[src/rtl/sirq_pkg.sv]
package sirq_pkg;

   // One agent's contribution to the shared line.
   typedef struct packed {
      logic en;
      logic val;
   } sirq_drive_t;

   localparam sirq_drive_t DRV_OFF  = '{en: 1'b0, val: 1'b1};
   localparam sirq_drive_t DRV_LOW  = '{en: 1'b1, val: 1'b0};
   localparam sirq_drive_t DRV_HIGH = '{en: 1'b1, val: 1'b1};

   // Host frame phases, in the order they occur.
   typedef enum logic [2:0] {
      PH_START,
      PH_START_REC,
      PH_START_TA,
      PH_SLOT,
      PH_STOP,
      PH_STOP_REC,
      PH_STOP_TA
   } frame_phase_e;

   // Peripheral tracking states.
   typedef enum logic [1:0] {
      AG_IDLE,
      AG_LEAD,
      AG_RUN
   } agent_state_e;

   function automatic int unsigned frame_clocks(int unsigned slots,
                                                int unsigned start_len,
                                                int unsigned stop_len);
      return start_len + 2 + 3 * slots + stop_len + 2;
   endfunction

endpackage

[src/rtl/sirq_frame_seq.sv]
module sirq_frame_seq
   import sirq_pkg::*;
#(
   parameter int unsigned NUM_SLOTS = 17,
   parameter int unsigned START_LEN = 4,
   parameter int unsigned STOP_LEN  = 2
) (
   input  logic                         clk,
   input  logic                         rst_n,
   output logic                         drv_en,
   output logic                         drv_val,
   output logic                         sample_stb,
   output logic [$clog2(NUM_SLOTS)-1:0] slot_idx,
   output logic                         frame_end
);

   localparam int unsigned SW    = $clog2(NUM_SLOTS);
   localparam int unsigned CMAX  = (START_LEN > STOP_LEN) ? START_LEN : STOP_LEN;
   localparam int unsigned CMAX3 = (CMAX > 3) ? CMAX : 3;
   localparam int unsigned CW    = $clog2(CMAX3);

   frame_phase_e  phase_q;
   logic [CW-1:0] cnt_q;
   logic [SW-1:0] slot_q;
   logic          cnt_last;
   sirq_drive_t   drv;

   always_comb begin
      case (phase_q)
         PH_START: cnt_last = (cnt_q == CW'(START_LEN - 1));
         PH_STOP:  cnt_last = (cnt_q == CW'(STOP_LEN - 1));
         PH_SLOT:  cnt_last = (cnt_q == CW'(2));
         default:  cnt_last = 1'b1;
      endcase
   end

   always_ff @(posedge clk or negedge rst_n) begin
      if (!rst_n) begin
         phase_q <= PH_START;
         cnt_q   <= '0;
         slot_q  <= '0;
      end else if (!cnt_last) begin
         cnt_q <= cnt_q + 1'b1;
      end else begin
         cnt_q <= '0;
         case (phase_q)
            PH_START:     phase_q <= PH_START_REC;
            PH_START_REC: phase_q <= PH_START_TA;
            PH_START_TA: begin
               phase_q <= PH_SLOT;
               slot_q  <= '0;
            end
            PH_SLOT: begin
               if (slot_q == SW'(NUM_SLOTS - 1)) phase_q <= PH_STOP;
               else                              slot_q  <= slot_q + 1'b1;
            end
            PH_STOP:      phase_q <= PH_STOP_REC;
            PH_STOP_REC:  phase_q <= PH_STOP_TA;
            default:      phase_q <= PH_START;
         endcase
      end
   end

   always_comb begin
      case (phase_q)
         PH_START, PH_STOP:         drv = DRV_LOW;
         PH_START_REC, PH_STOP_REC: drv = DRV_HIGH;
         default:                   drv = DRV_OFF;
      endcase
   end

   assign drv_en     = drv.en & rst_n;
   assign drv_val    = drv.val;
   assign sample_stb = (phase_q == PH_SLOT) && (cnt_q == '0);
   assign slot_idx   = slot_q;
   assign frame_end  = (phase_q == PH_STOP_TA);

   // a low drive is always followed by one clock of high drive
   assert_high_after_low_R2: assert property (@(posedge clk) disable iff (!rst_n)
      ($past(drv_en && !drv_val) && !(drv_en && !drv_val)) |-> (drv_en && drv_val));

   // a high drive lasts one clock, then the line is released
   assert_release_after_high_R2: assert property (@(posedge clk) disable iff (!rst_n)
      $past(drv_en && drv_val) |-> !drv_en);

endmodule

[src/rtl/sirq_slot_capture.sv]
module sirq_slot_capture #(
   parameter int unsigned NUM_SLOTS = 17
) (
   input  logic                         clk,
   input  logic                         rst_n,
   input  logic                         line,
   input  logic                         sample_stb,
   input  logic [$clog2(NUM_SLOTS)-1:0] slot_idx,
   input  logic                         frame_end,
   output logic [NUM_SLOTS-1:0]         irq_level
);

   localparam int unsigned SW = $clog2(NUM_SLOTS);

   logic [NUM_SLOTS-1:0] shadow;

   for (genvar s = 0; s < NUM_SLOTS; s++) begin : g_slot
      logic hit_q;
      always_ff @(posedge clk or negedge rst_n) begin
         if (!rst_n)                                   hit_q <= 1'b0;
         else if (sample_stb && slot_idx == SW'(s))    hit_q <= ~line;
      end
      assign shadow[s] = hit_q;
   end

   always_ff @(posedge clk or negedge rst_n) begin
      if (!rst_n)         irq_level <= '0;
      else if (frame_end) irq_level <= shadow;
   end

   // the request vector moves only on the edge closing a frame
   assert_update_at_frame_end_R6: assert property (@(posedge clk) disable iff (!rst_n)
      !$stable(irq_level) |-> $past(frame_end));

endmodule

[src/rtl/sirq_frame_host.sv]
module sirq_frame_host
   import sirq_pkg::*;
#(
   parameter int unsigned NUM_SLOTS = 17,
   parameter int unsigned START_LEN = 4,
   parameter int unsigned STOP_LEN  = 2
) (
   input  logic                 clk,
   input  logic                 rst_n,
   input  logic                 sirq_in,
   output logic                 sirq_oe,
   output logic                 sirq_out,
   output logic [NUM_SLOTS-1:0] irq_level
);

   localparam int unsigned SW       = $clog2(NUM_SLOTS);
   localparam int unsigned FRAME_CK = frame_clocks(NUM_SLOTS, START_LEN, STOP_LEN);

   initial begin : param_check
      if (NUM_SLOTS < 2)         $fatal(1, "NUM_SLOTS must be at least 2");
      if (STOP_LEN < 1)          $fatal(1, "STOP_LEN must be at least 1");
      if (START_LEN <= STOP_LEN) $fatal(1, "START_LEN must exceed STOP_LEN");
      if (FRAME_CK < 8)          $fatal(1, "frame too short");
   end

   logic          sample_stb;
   logic          frame_end;
   logic [SW-1:0] slot_idx;

   sirq_frame_seq #(
      .NUM_SLOTS (NUM_SLOTS),
      .START_LEN (START_LEN),
      .STOP_LEN  (STOP_LEN)
   ) u_seq (
      .clk        (clk),
      .rst_n      (rst_n),
      .drv_en     (sirq_oe),
      .drv_val    (sirq_out),
      .sample_stb (sample_stb),
      .slot_idx   (slot_idx),
      .frame_end  (frame_end)
   );

   sirq_slot_capture #(
      .NUM_SLOTS (NUM_SLOTS)
   ) u_cap (
      .clk        (clk),
      .rst_n      (rst_n),
      .line       (sirq_in),
      .sample_stb (sample_stb),
      .slot_idx   (slot_idx),
      .frame_end  (frame_end),
      .irq_level  (irq_level)
   );

endmodule

[config.mk]
export PLATFORM = sky130hd
export DESIGN_NAME = sirq_frame_host
export DESIGN_NICKNAME = d
export VERILOG_FILES = /design/src/rtl/sirq_pkg.sv /design/src/rtl/sirq_frame_seq.sv /design/src/rtl/sirq_slot_capture.sv /design/src/rtl/sirq_frame_host.sv
export SDC_FILE = /design/constraint.sdc
export NUM_CORES = 1
export LEC_CHECK = 0
export BUFFER_PORTS_ARGS = -buffer_cell sky130_fd_sc_hd__buf_4
export CORE_MARGIN = 3
export CORE_UTILIZATION = 35
export CTS_CLUSTER_DIAMETER = 100
export CTS_CLUSTER_SIZE = 28
export DETAILED_ROUTE_END_ITERATION = 8
export PLACE_DENSITY = 0.57
export SLEW_MARGIN = 25
export SYNTH_ARGS = -nofsm -noshare
export SYNTH_HDL_FRONTEND = slang
export SYNTH_SLANG_ARGS = --single-unit
export TNS_END_PERCENT = 10
[constraint.sdc]
create_clock -name clk -period 1.9 [get_ports clk]
set_input_delay 0.38 -clock clk [delete_from_list [all_inputs] [get_ports clk]]
set_output_delay 0.38 -clock clk [all_outputs]
set_load 0.05 [all_outputs]
==> summary.txt <==
Row Count - 26
Setup Fix Bufs, Post-CTS - 0
Post-synth EDFFs - 0
Clock power share - 37.0%
Comb power frac - 2.9%
Worst setup EP type - output port
ANT nets after route - 0
Wire length per cell - 13.1 um
Router iterations before antenna repair - 4
Total CTS buffers - 5
Mapped Nets - 193
Filler Cells Inserted - 534
PwrDens - 683 nW/um2
Max-Cap Viols - 0
Placed insts - 273
Synth-to-Final Area Change - 17.7%
Synth top area cells - dfrtp_1 (55%), mux2_2 (6.8%), o21ai_0 (5.8%)
Slowest Stage Delay on Critical Path - 0.48 ns
Latest clock arrival within the worst-skew pair - 0.29 ns
Post-synth top flop - dfrtp_1
Tcrit/Tclk final - 91.3%
Synth warnings - 0
Cell area after layout - 2340 um2
WP data required - 1.52 ns
Post-synthesis cell count - 184
# nets final - 219
DRT Wirelength - 3.68 mm
Util after Layout - 44.1%
Chip Height - 81.3 um
Clock Skew - 0.00567 ns
GRT Resource Usage Total - 12.7%
Crit path arrival time - 1.35 ns
Clk slew on worst S/H paths - 0.08 ns
First-pass GRT wire length - 6.33 mm
Area of the multi-input gates - 801 um2
# H-tree levels - 2
Place WS - 0.216 ns
Initial Utilization - 37.4%
#FFs+latches synth - 44
Slew HR - 63.3%
Status - finished, final reports clean
Asr flop ratio synth - 100%
CTS sink count - 44
F_max - 577 MHz
Startpoint Class - flip-flop
Unique cell type count in the Yosys netlist - 32
Pwr Total - 1.60 mW
Commonest cells in the netlist - dfrtp_1 (44), o21ai_0 (23), nand2_1 (21), o31ai_1 (13), mux2_2 (12)
RSZ-0062 raised after global routing - false
Hold Fails Final Rpt - 0
Drt drc - 0
Sw Share - 21.3%
Cell taking the most area after synthesis - dfrtp_1
RePlAce Congestion - 0.760
Die ar. - 6610 um2
Endpoints failing setup - 0
Worst Setup SP - u_seq.phase_q[1]
Sequential area share after synthesis - 55.5%
Count leader, synth - dfrtp_1
Avg Cell Area, Syn - 10.8 um2
Crit path max fanout - 9
Top cell type's share of synthesized area - 55.5%
Share of layout cells above drive strength 1 - 24.6%
Placed inst area - 2240 um2
Register share of total power - 60.1%
Worst Tran Pin Value - 0.550 ns
Initial antenna violation count - 0
Root Buffer - clkbuf_8
FF-to-FF path depth - 6
Chip Width - 81.3 um
R2R Setup Slk - 0.21 ns
CORE AREA - 5300 um2
NetSw - 340 uW
CTS max path bufs - 2
Top Ports - 22
Leakage - 1.14 nW
Min cycle time layout - 1.73 ns
CTS tree - built
FF+latch area - 1100 um2
Worst vdd ir - 0.000435 V
Grt total ovfl - 0
Hold Crit Class - in2async
Via count - 1,376
Worst r2r src - u_seq.cnt_q[0]
Critical-path cell list - or2_2 > buf_4
Pin count of the biggest net entering global routing - 45
CP max-delay cell - dfrtp_1
Crit Path Class - reg2out
DRT iter0 DRCs - 49
Setup WS post-layout - 0.166 ns
Vias per std cell - 4.90
Non-Filler Instances - 281
Reg-to-Reg End - u_cap.g_slot[0].hit_q
Max Transition Viols Final - 0
Cts hold-fix bufs - 0
Hold Slack - 0.167 ns
Antenna diodes - 0
Internal power - 1.26 mW
Mapped cell area - 1990 um2
IO buf count - 21
Post_cts resized - 0
Total Neg Setup Slack - 0 ns
Vias in the first global route - 1,308
Hpwl dp - 2.59 mm
==> sequential cells by signal (all words and copies together), names as in the netlist <==
name and cells:
u_seq.slot_idx 5, u_cap.g_slot.hit_q 17, u_seq.phase_q 3, u_cap.irq_level 17
u_seq.cnt_q 2
==> metal layers <==
metal  share of wire [%]  vias to the layer above  global-route usage (%)  wire length (um)
met1                  50                      654                    17.3              1850
met5                   0                        -                       0                 0
met4                0.63                        0                    5.74                23
met2                  44                       23                    18.6              1630
met3                 4.6                        2                    3.66               170
li1                    -                      697                       -                 -
==> worst max-delay path, delay by kind of cell, from the launching register on <==
kind / cells / cell delay (ns)
flip-flops: 1 / 0.48
AND/OR/NAND/NOR: 1 / 0.38
buffers and inverters: 1 / 0.21
==> layout by cell type, fill, tap and decap left out, types with 2 or more instances in the layout <==
cell type | synthesis | final
ha_1 | 6 | 6
mux2i_1 | 5 | 5
o21ai_0 | 23 | 23
inv_1 | 11 | 11
buf_4 | 0 | 28
nor2b_1 | 2 | 2
o31ai_1 | 13 | 13
nand2_1 | 21 | 21
nand3b_1 | 2 | 2
a21oi_1 | 5 | 5
clkbuf_8 | 0 | 6
dfrtp_1 | 44 | 44
mux2_2 | 12 | 12
clkinv_2 | 0 | 2
nor2_1 | 3 | 3
nand3_1 | 11 | 11
and3_1 | 2 | 2
==> power by group through the flow <==
stage          Combinational [mW]  Sequential (mW)  Clock [mW]
2_1_floorplan              0.0206            0.976           0
5_1_grt                    0.0549            0.963       0.662
3_3_place_gp               0.0478            0.978           0
6_report                   0.0456            0.960       0.591
4_1_cts                    0.0487            0.960       0.622
3_5_place_dp               0.0485            0.979           0
==> cells by family after synthesis <==
family | synth area share (%)
and+or+nand+nor | 13.1
AOI/OAI and AO/OA | 13.7
DFF | 55.5
buffers and inverters | 4.22
muxes | 9.33
adders and majority gates | 3.78
xor gates and xnor gates | 0.441
==> worst max path at each step <==
stage | endpoint | slack, ns | depth (start not counted)
final | sirq_out | 0.17 | 2
after detailed placement | u_cap.g_slot[0].hit_q | 0.22 | 6
after global placement | u_cap.g_slot[0].hit_q | 0.21 | 6
after CTS | sirq_out | 0.16 | 2
after global routing | u_cap.g_slot[9].hit_q | 0.02 | 6
after floorplan | sirq_oe | 0.19 | 2
==> final cells by class <==
class                           instances  area share, %
Sequential cell                        44           47.1
Clock inverter                          2          0.428
Multi-Input combinational cell        119           34.3
Timing Repair Buffer                   28           8.99
Tap cell                               70           3.75
Inverter                               12           1.93
Clock buffer                            6           3.53
(Power assumes the default switching activity.)
